### src/rtl/uart_fifo_pkg.sv
package uart_fifo_pkg;
  typedef enum logic [2:0] {
    W_TXDATA = 3'd0,
    W_RXDATA = 3'd1,
    W_TXCTRL = 3'd2,
    W_RXCTRL = 3'd3,
    W_IE     = 3'd4,
    W_IP     = 3'd5,
    W_DIV    = 3'd6
  } reg_word_e;

  localparam int THR_LSB = 16;
  localparam int EMPTY_FULL_BIT = 31;
endpackage

### src/rtl/uart_byte_fifo.sv
module uart_byte_fifo #(
  parameter int W = 8,
  parameter int DEPTH = 8,
  localparam int PW = (DEPTH > 1) ? $clog2(DEPTH) : 1,
  localparam int CW = $clog2(DEPTH + 1)
) (
  input  logic          clk,
  input  logic          rst_n,
  input  logic          push,
  input  logic [W-1:0]  din,
  input  logic          pop,
  output logic [W-1:0]  dout,
  output logic [CW-1:0] count,
  output logic          full,
  output logic          empty
);
  logic [W-1:0]  mem [DEPTH];
  logic [PW-1:0] wr_ptr, rd_ptr;

  assign full  = (count == CW'(DEPTH));
  assign empty = (count == '0);
  assign dout  = mem[rd_ptr];

  always_ff @(posedge clk) begin
    if (push) mem[wr_ptr] <= din;
  end

  always_ff @(posedge clk or negedge rst_n) begin
    if (!rst_n) begin
      wr_ptr <= '0;
      rd_ptr <= '0;
      count  <= '0;
    end else begin
      if (push) wr_ptr <= (wr_ptr == PW'(DEPTH - 1)) ? '0 : wr_ptr + 1'b1;
      if (pop)  rd_ptr <= (rd_ptr == PW'(DEPTH - 1)) ? '0 : rd_ptr + 1'b1;
      case ({push, pop})
        2'b10:   count <= count + 1'b1;
        2'b01:   count <= count - 1'b1;
        default: count <= count;
      endcase
    end
  end
endmodule

### src/rtl/uart_tx_engine.sv
module uart_tx_engine #(
  parameter int DIV_W = 16
) (
  input  logic             clk,
  input  logic             rst_n,
  input  logic             en,
  input  logic [DIV_W-1:0] div,
  input  logic             has_data,
  input  logic [7:0]       data,
  output logic             take,
  output logic             txd,
  output logic             busy
);
  logic [9:0]       shreg;
  logic [3:0]       bit_idx;
  logic [DIV_W-1:0] tmr;

  assign take = !busy && en && has_data;
  assign txd  = busy ? shreg[0] : 1'b1;

  always_ff @(posedge clk or negedge rst_n) begin
    if (!rst_n) begin
      busy    <= 1'b0;
      shreg   <= '1;
      bit_idx <= '0;
      tmr     <= '0;
    end else if (!busy) begin
      if (take) begin
        shreg   <= {1'b1, data, 1'b0};
        busy    <= 1'b1;
        bit_idx <= '0;
        tmr     <= div;
      end
    end else if (tmr == '0) begin
      tmr <= div;
      if (bit_idx == 4'd9) begin
        busy <= 1'b0;
      end else begin
        shreg   <= {1'b1, shreg[9:1]};
        bit_idx <= bit_idx + 1'b1;
      end
    end else begin
      tmr <= tmr - 1'b1;
    end
  end
endmodule

### src/rtl/uart_rx_engine.sv
module uart_rx_engine #(
  parameter int DIV_W = 16
) (
  input  logic             clk,
  input  logic             rst_n,
  input  logic             en,
  input  logic [DIV_W-1:0] div,
  input  logic             rxd,
  output logic             got_byte,
  output logic [7:0]       data
);
  typedef enum logic [1:0] {S_IDLE, S_START, S_DATA, S_STOP} rx_state_e;

  rx_state_e        state;
  logic             sync1, sync2, last;
  logic [2:0]       bit_idx;
  logic [DIV_W-1:0] tmr;
  logic [7:0]       shreg;
  logic             fall;

  assign fall     = last && !sync2;
  assign got_byte = en && (state == S_STOP) && (tmr == '0) && sync2;
  assign data     = shreg;

  always_ff @(posedge clk or negedge rst_n) begin
    if (!rst_n) begin
      sync1 <= 1'b1;
      sync2 <= 1'b1;
      last  <= 1'b1;
    end else begin
      sync1 <= rxd;
      sync2 <= sync1;
      last  <= sync2;
    end
  end

  always_ff @(posedge clk or negedge rst_n) begin
    if (!rst_n) begin
      state   <= S_IDLE;
      bit_idx <= '0;
      tmr     <= '0;
      shreg   <= '0;
    end else if (!en) begin
      state <= S_IDLE;
    end else begin
      case (state)
        S_IDLE: if (fall) begin
          state <= S_START;
          tmr   <= div >> 1;
        end
        S_START: if (tmr == '0) begin
          if (!sync2) begin
            state   <= S_DATA;
            tmr     <= div;
            bit_idx <= '0;
          end else begin
            state <= S_IDLE;
          end
        end else tmr <= tmr - 1'b1;
        S_DATA: if (tmr == '0) begin
          shreg <= {sync2, shreg[7:1]};
          tmr   <= div;
          if (bit_idx == 3'd7) state <= S_STOP;
          else bit_idx <= bit_idx + 1'b1;
        end else tmr <= tmr - 1'b1;
        default: if (tmr == '0) state <= S_IDLE;
                 else tmr <= tmr - 1'b1;
      endcase
    end
  end
endmodule

### src/rtl/uart_fifo_port.sv
module uart_fifo_port
  import uart_fifo_pkg::*;
#(
  parameter int DEPTH = 8,
  parameter int DIV_W = 16,
  parameter int DIV_RESET = 3,
  localparam int THR_W = (DEPTH > 1) ? $clog2(DEPTH) : 1,
  localparam int CW = $clog2(DEPTH + 1)
) (
  input  logic        clk,
  input  logic        rst_n,
  input  logic        bus_sel,
  input  logic        bus_we,
  input  logic [2:0]  bus_word,
  input  logic [31:0] bus_wdata,
  output logic [31:0] bus_rdata,
  output logic        ser_tx,
  input  logic        ser_rx,
  output logic        irq
);
  logic             tx_en, rx_en;
  logic [THR_W-1:0] tx_thr, rx_thr;
  logic [1:0]       ie_q, ip;
  logic [DIV_W-1:0] div_q;

  logic          wr, rd;
  logic          tx_push, tx_pop, tx_full, tx_empty, tx_busy;
  logic [7:0]    tx_dout;
  logic [CW-1:0] tx_count;
  logic          rx_push, rx_pop, rx_full, rx_empty, rx_got;
  logic [7:0]    rx_byte, rx_dout;
  logic [CW-1:0] rx_count;

  assign wr = bus_sel && bus_we;
  assign rd = bus_sel && !bus_we;

  assign tx_push = wr && (bus_word == W_TXDATA) && !tx_full;
  assign rx_pop  = rd && (bus_word == W_RXDATA) && !rx_empty;
  assign rx_push = rx_got && !rx_full;

  always_ff @(posedge clk or negedge rst_n) begin
    if (!rst_n) begin
      tx_en  <= 1'b0;
      rx_en  <= 1'b0;
      tx_thr <= '0;
      rx_thr <= '0;
      ie_q   <= '0;
      div_q  <= DIV_W'(DIV_RESET);
    end else if (wr) begin
      case (bus_word)
        W_TXCTRL: begin
          tx_en  <= bus_wdata[0];
          tx_thr <= bus_wdata[THR_LSB +: THR_W];
        end
        W_RXCTRL: begin
          rx_en  <= bus_wdata[0];
          rx_thr <= bus_wdata[THR_LSB +: THR_W];
        end
        W_IE:  ie_q  <= bus_wdata[1:0];
        W_DIV: div_q <= bus_wdata[DIV_W-1:0];
        default: ;
      endcase
    end
  end

  assign ip[0] = tx_count < CW'(tx_thr);
  assign ip[1] = rx_count > CW'(rx_thr);
  assign irq   = |(ip & ie_q);

  always_comb begin
    bus_rdata = '0;
    case (bus_word)
      W_TXDATA: bus_rdata[EMPTY_FULL_BIT] = tx_full;
      W_RXDATA: if (rx_empty) bus_rdata[EMPTY_FULL_BIT] = 1'b1;
                else bus_rdata[7:0] = rx_dout;
      W_TXCTRL: begin
        bus_rdata[0] = tx_en;
        bus_rdata[THR_LSB +: THR_W] = tx_thr;
      end
      W_RXCTRL: begin
        bus_rdata[0] = rx_en;
        bus_rdata[THR_LSB +: THR_W] = rx_thr;
      end
      W_IE:  bus_rdata[1:0] = ie_q;
      W_IP:  bus_rdata[1:0] = ip;
      W_DIV: bus_rdata[DIV_W-1:0] = div_q;
      default: ;
    endcase
  end

  uart_byte_fifo #(.W(8), .DEPTH(DEPTH)) u_tx_fifo (
    .clk(clk), .rst_n(rst_n),
    .push(tx_push), .din(bus_wdata[7:0]), .pop(tx_pop), .dout(tx_dout),
    .count(tx_count), .full(tx_full), .empty(tx_empty)
  );

  uart_byte_fifo #(.W(8), .DEPTH(DEPTH)) u_rx_fifo (
    .clk(clk), .rst_n(rst_n),
    .push(rx_push), .din(rx_byte), .pop(rx_pop), .dout(rx_dout),
    .count(rx_count), .full(rx_full), .empty(rx_empty)
  );

  uart_tx_engine #(.DIV_W(DIV_W)) u_tx (
    .clk(clk), .rst_n(rst_n), .en(tx_en), .div(div_q),
    .has_data(!tx_empty), .data(tx_dout), .take(tx_pop),
    .txd(ser_tx), .busy(tx_busy)
  );

  uart_rx_engine #(.DIV_W(DIV_W)) u_rx (
    .clk(clk), .rst_n(rst_n), .en(rx_en), .div(div_q),
    .rxd(ser_rx), .got_byte(rx_got), .data(rx_byte)
  );
endmodule

### config.mk
export PLATFORM = sky130hd
export DESIGN_NAME = uart_fifo_port
export DESIGN_NICKNAME = d
export VERILOG_FILES = /design/src/rtl/uart_fifo_pkg.sv /design/src/rtl/uart_byte_fifo.sv /design/src/rtl/uart_tx_engine.sv /design/src/rtl/uart_rx_engine.sv /design/src/rtl/uart_fifo_port.sv
export SDC_FILE = /design/constraint.sdc
export NUM_CORES = 1
export LEC_CHECK = 0
export ABC_AREA = 0
export BUFFER_PORTS_ARGS = -buffer_cell sky130_fd_sc_hd__buf_2
export CAP_MARGIN = 10
export CORE_UTILIZATION = 39
export DETAILED_ROUTE_END_ITERATION = 12
export SYNTH_ARGS = -nofsm -noshare
export SYNTH_HDL_FRONTEND = slang
export SYNTH_SLANG_ARGS = --single-unit
### constraint.sdc
create_clock -name clk -period 4 [get_ports clk]
set_input_delay 0.4 -clock clk [delete_from_list [all_inputs] [get_ports clk]]
set_output_delay 0.4 -clock clk [all_outputs]
set_load 0.05 [all_outputs]
Yosys cells after proc, flatten, opt, wreduce, memory -nomap -nowiden
Memory sizes are Yosys's and may differ from the RTL's.
Cells that the tools add are included.
Storage, ports and cells
  register bits: 109
  memory bits (writable): 128
  input port bits: 40
  output and inout port bits: 34
  logic and storage cells: 168
  memories kept: 2
Operators by class
  add/subtract/negate cells: 12
  magnitude comparators: 2
  equal/unequal tests: 35
  mux-type cells: 53
  bitwise gates (word level): 1
  reductions and logical operators: 40
Memories
  u_rx_fifo.mem: words 8, bits a word 8, rd ports 1, clocked after Yosys merged registers in 0, wr ports 1, RTL line uart_byte_fifo.sv:17  | logic [W-1:0] mem [DEPTH];
  u_tx_fifo.mem: words 8, bits a word 8, rd ports 1, clocked after Yosys merged registers in 0, wr ports 1, RTL line uart_byte_fifo.sv:17
Operators with widths (count)
  16-bit 2-to-1 mux: 8
  16-bit case mux with 3 select lines: 1
  10-bit 2-to-1 mux: 4
  16-bit zero test: 2
  16-bit by 1-bit subtractor with 16-bit output (second input constant): 2
  3-bit == test (second input constant): 8
  3-bit 2-to-1 mux: 8
  4-bit 2-to-1 mux: 4
  8-bit 2-to-1 mux: 2
  4-bit case mux with 2 select lines: 2
  3-bit by 1-bit adder with 3-bit output (second input constant): 5
  2-bit 2-to-1 mux: 7
  1-bit logical AND: 13
  4-bit by 1-bit adder with 4-bit output (second input constant): 3
  4-bit == test (second input constant): 3
  3-bit by 2-bit inequality test with 1-bit output (second input constant): 4
  3-bit case mux with 2 select lines: 2
  6-bit case mux with 2 select lines: 1
  1-bit 2-to-1 mux: 10
  2-bit == test (second input constant): 4
  4-bit zero test: 2
  2-bit inequality test (second input constant): 4
  2-bit AND reduction: 4
  2-bit nonzero test: 4
  23 further kinds: 36

Longest topological paths before layout
  word-level depth: 7
  mapped depth: 14

Modules after synthesis
A second synthesis with hierarchy kept.
Unflattened totals
  cells, all modules: 919
  area total of the unflattened synthesis: 12037.8 sq um
Modules (own cells, without submodules)
  uart_byte_fifo at u_tx_fifo: times used 1, cells an instance 151, area an instance 3080.5 sq um, seq. area each 2172.1 sq um
  uart_byte_fifo at u_rx_fifo: times used 1, cells an instance 149, area an instance 3075.4 sq um, seq. area each 2172.1 sq um
  uart_rx_engine: times used 1, cells an instance 252, area an instance 2301.0 sq um, seq. area each 804.5 sq um
  uart_tx_engine: times used 1, cells an instance 218, area an instance 1953.1 sq um, seq. area each 762.0 sq um
  uart_fifo_port: times used 1, cells an instance 149, area an instance 1627.8 sq um, seq. area each 653.1 sq um

Least setup slack after synthesis
OpenSTA, ideal clock, no wires.
  kind: input to register
  start point: in bus_word[2]
  end point: reg u_rx_fifo.count[2]
  setup time: 126 ps
  data arrival time: 2711 ps
  path slack: 1163 ps
  stages: 14
  path buffers: 3
  cells stage by stage: clkbuf_1 nor2_2 nand3_1 or3b_2 clkbuf_1 inv_1 ha_1 clkbuf_1 xor2_1 ha_1 a21oi_1 xor2_1 nor2_1 xor2_1
On the way
  cells in the longest elaborated chain, start to end: 5
  elaborated cells between the ends (all ways): 7
  those cells by class: 3 x eq/ne; 1 x mux; 3 x reduce/logical
RTL lines
  from (decl): RTL line uart_fifo_port.sv:14  | input logic [2:0] bus_word,
  3-bit by 1-bit == test with 1-bit output (*): RTL line uart_fifo_port.sv:38  | assign rx_pop = rd && (bus_word == W_RXDATA) && !rx_empty;
  1-bit logical AND (*) (2 in series): RTL line uart_fifo_port.sv:38
  net rx_pop: RTL line uart_fifo_port.sv:30  | logic rx_push, rx_pop, rx_full, rx_empty, rx_got;
  2-bit by 1-bit == test with 1-bit output / 2-bit == test (equally long branches): RTL line uart_byte_fifo.sv:36  | case ({push, pop})
  4-bit case mux with 2 select lines / 2-bit nonzero test (equally long branches)
  to (signal assigned): RTL line uart_byte_fifo.sv:37  | 2'b10: count <= count + 1'b1;
  to (signal assigned): RTL line uart_byte_fifo.sv:38  | 2'b01: count <= count - 1'b1;
  to (signal assigned): RTL line uart_byte_fifo.sv:39  | default: count <= count;
  to (decl): RTL line uart_byte_fifo.sv:13  | output logic [CW-1:0] count,
Mark *: on every way through the listed nets, which the timed path passes. The rest lies on a longest branch.
A chain may end at the register's enable or synchronous reset.

Worst setup path after layout
  start point: reg u_rx_fifo.rd_ptr[0]
  end point: out bus_rdata[6]
On the way
  cells in the longest elaborated chain, start to end: 3
RTL lines
  from (decl): RTL line uart_byte_fifo.sv:18  | logic [PW-1:0] wr_ptr, rd_ptr;
  from (signal assigned): RTL line uart_byte_fifo.sv:35  | if (pop) rd_ptr <= (rd_ptr == PW'(DEPTH - 1)) ? '0 : rd_ptr + 1'b1;
  memory read 8 x 8 bit
  8-bit 2-to-1 mux: RTL line uart_fifo_port.sv:74  | W_RXDATA: if (rx_empty) bus_rdata[EMPTY_FULL_BIT] = 1'b1;
  6-bit case mux with 2 select lines: RTL line uart_fifo_port.sv:72  | case (bus_word)
  to (decl): RTL line uart_fifo_port.sv:16  | output logic [31:0] bus_rdata,
Every way passes these cells.

==> results.toml <==
[setup_path]
path_class = "flop to output pin"
slowest_delay_ns = 0.86
start_kind = "flop"
cp_max_fo = 13
critical_path_required_ns = 3.60
crit_path_end_kind = "output pin"
crit_path_top_delay_cell = "dfrtp_1"
crit_chain = "buf_4, mux4_2, mux2i_1, o21ai_0, buf_2"
worstPathArrival_ns = 2.81

[synth]
async_flop_share = 0.458
ys_ff_latch = 236
synth_ff_type = "edfxtp_1"
yosysSeqAreaShare = 0.572
synth_area_sq_mm = 0.0115
synth_cell_types = 77
synth_edf_count = 128
synth_area_per_cell_sq_um = 13.0
yosysWarnings = 0
syn_inst = 879

[finish]
post-route-util = 0.453
fin_area_sq_mm = 0.0130
final_cell_mix = "edfxtp_1, dfrtp_1, nand2_1"
fillCellCount = 2614
n_antenna_cell = 0
final_common_cell = "edfxtp_1"
drive_gt1_frac = 0.233
finalNonFillerCells = 1344
nets = 1013
area_growth_pct = 13.7

[grt]
grt_antenna_before_repair = 1
grt_overflow_total = 0
grt_max_degree = 100
grt_first_pass_wirelength_mm = 40.4
grt_pass1_vias = 7161
grt_usage = 0.170

[placed_design]
dpl.hpwl_mm = 17.1
postPlaceCellArea_sq_mm = 0.0122
dpl.cell_count = 1294
dp_worst_setup_slack_ns = 0.883
portBuffers = 48
gp_congestion = 0.834

[timing]
worst_slew_pin_slew_ns = 1.06
maxSlewViolCount = 0
fin_skew_ns = 0.0232
hold_viol_final = 0
fin_ws_ns = 0.794
slew_headroom = 0.291
worst_hold_slack_ns = 0.0933
fmax_mhz = 312
fin_crit_ns = 3.21
fin_crit_sh = 0.801
rsz0062_at_grt = "false"
fin_tns_setup_ns = 0
setup_viol = 0

[routing]
viasPerCell = 5.51
vias = 7399
drc = 0
ant_nets = 0
drt_pass1_iterations = 5
routed_wl_mm = 25.3
wl_per_cell_um = 18.9
drt_iter0_markers = 601

[run]
max_cap_viol_count = 0

[power]
combPwrFrac = 0.243
leakagePower_nw = 5.01
ir_worst_vdd_uv = 324
p_seq_frac = 0.448
swShare = 0.327
power_per_cell_area_mw_per_mm2 = 592
intPower_mw = 5.19
p_sw_mw = 2.52
clockPowerShare = 0.309
power.total_mw = 7.72

[clock_tree]
cts_resized = 0
cts.sinks = 236
clock_path_buffers = 3
cts_tree = "done"
clk_pin_slew_ns = 0.06
cts_max_level = 1
cts_root_buffer = "clkbuf_16"
clk_latency_ns = 0.54
tritoncts.num_buffers = 26
postCtsSetupRepairBufs = 0

[die]
die_w_um = 173
pin_count = 74
core_sq_mm = 0.0288
initial_core_util = 0.398
die_area_sq_mm = 0.0301
rows = 62
die_h_um = 173

[min_path]
min_path_type = "primary input to flop"

[run_status]
outcome = "finished, final reports clean"
sequential cells by signal (all words and copies together) (netlist names), 4 cells and up:
register and count:
div_q 16, u_rx.data 8, u_rx.tmr 16, u_rx_fifo.count 4
u_rx_fifo.mem 64, u_tx.bit_idx 4, u_tx.shreg 9, u_tx.tmr 16
u_tx_fifo.count 4, u_tx_fifo.mem 64
worst max-delay path, delay by kind of cell (launching register included):
kind                   cells  cell delay (ns)
multiplexers               2             0.72
buffers and inverters      2             0.56
flip-flops                 1             0.86
AO/OA/AOI/OAI              1             0.15
cell usage after synthesis (7+ instances only):
library cell | count | area [sq um]
o21ai_0 | 43 | 215
a221oi_1 | 10 | 87.6
a221o_1 | 9 | 90.1
dfrtp_1 | 94 | 2350
mux2_2 | 37 | 417
nand3_1 | 12 | 60.1
dfstp_2 | 14 | 368
clkbuf_1 | 20 | 75.1
nor4_1 | 15 | 93.8
nand2b_1 | 12 | 75.1
nand4_1 | 7 | 43.8
nor2_1 | 44 | 165
nand2_1 | 53 | 199
mux2i_1 | 31 | 310
buf_4 | 14 | 105
edfxtp_1 | 128 | 3840
xor2_1 | 7 | 61.3
and3_1 | 10 | 62.6
nor3_1 | 33 | 165
inv_1 | 36 | 135
a21oi_1 | 28 | 140
and2_1 | 10 | 62.6
ha_1 | 32 | 400
a21o_1 | 8 | 60.1
buf_2 | 17 | 85.1
o21ai_2 | 8 | 70.1
mux4_2 | 32 | 721
o2bb2ai_1 | 11 | 96.3
cell families after synthesis:
logic type | after synthesis | synth area share
simple gates | 243 | 0.119
flops | 236 | 0.572
compound gates | 163 | 0.0980
mux | 102 | 0.128
buf+inv | 90 | 0.0366
fa+ha+maj | 33 | 0.0367
xor+xnor | 11 | 0.00840
other cells | 1 | 0.000327
cell type report:
cell class	count	area, sq um	area share
multi-input combinational	564	4540	0.348
timing repair buffer	76	470	0.0361
clock inverter	14	154	0.0118
clock buffer	34	701	0.0537
inverter	36	135	0.0104
tap	384	480	0.0368
sequential	236	6560	0.503
what timing repair did:
action,in CTS,in global routing
hold endpoints to repair,10,0
setup endpoints to repair,0,0
hold buffers,2,0
power groups by stage:
stage | Combinational (mW) | Clock [mW] | Sequential [mW]
floorplan | 1.60 | 0 | 3.25
global placement | 1.84 | 0 | 3.50
detailed placement | 1.88 | 0 | 3.50
CTS | 1.89 | 2.45 | 3.46
global route | 2.08 | 2.53 | 3.52
finish | 1.88 | 2.38 | 3.46
worst paths after layout:
path	startpoint	to	slack (ns)	depth (start not counted)
min	bus_wdata[13]	div_q[13]$_DFFE_PN0P_	0.09	2
max	u_rx_fifo.rd_ptr[0]$_DFFE_PN0P_	bus_rdata[6]	0.79	5
min reg2reg	u_rx.sync1$_DFF_PN1_	u_rx.sync2$_DFF_PN1_	0.36	0
max in group asynchronous	rst_n	u_tx_fifo.count[3]$_DFFE_PN0P_	2.89	3
max reg2reg	u_rx.tmr[12]$_DFFE_PN0P_	u_rx_fifo.count[2]$_DFFE_PN0P_	0.97	10
min in group asynchronous	rst_n	u_tx_fifo.rd_ptr[2]$_DFFE_PN0P_	0.24	2
routing by layer:
| metal | vias to the layer above | share of wire | global-route usage |
|---|---|---|---|
| met2 | 165 | 0.47 | 0.272 |
| met1 | 3717 | 0.46 | 0.239 |
| met5 | - | 0.00051 | 0 |
| li1 | 3472 | - | - |
| met3 | 43 | 0.043 | 0.0243 |
| met4 | 2 | 0.027 | 0.0553 |
No activity file was read; power rests on OpenSTA's default activity.
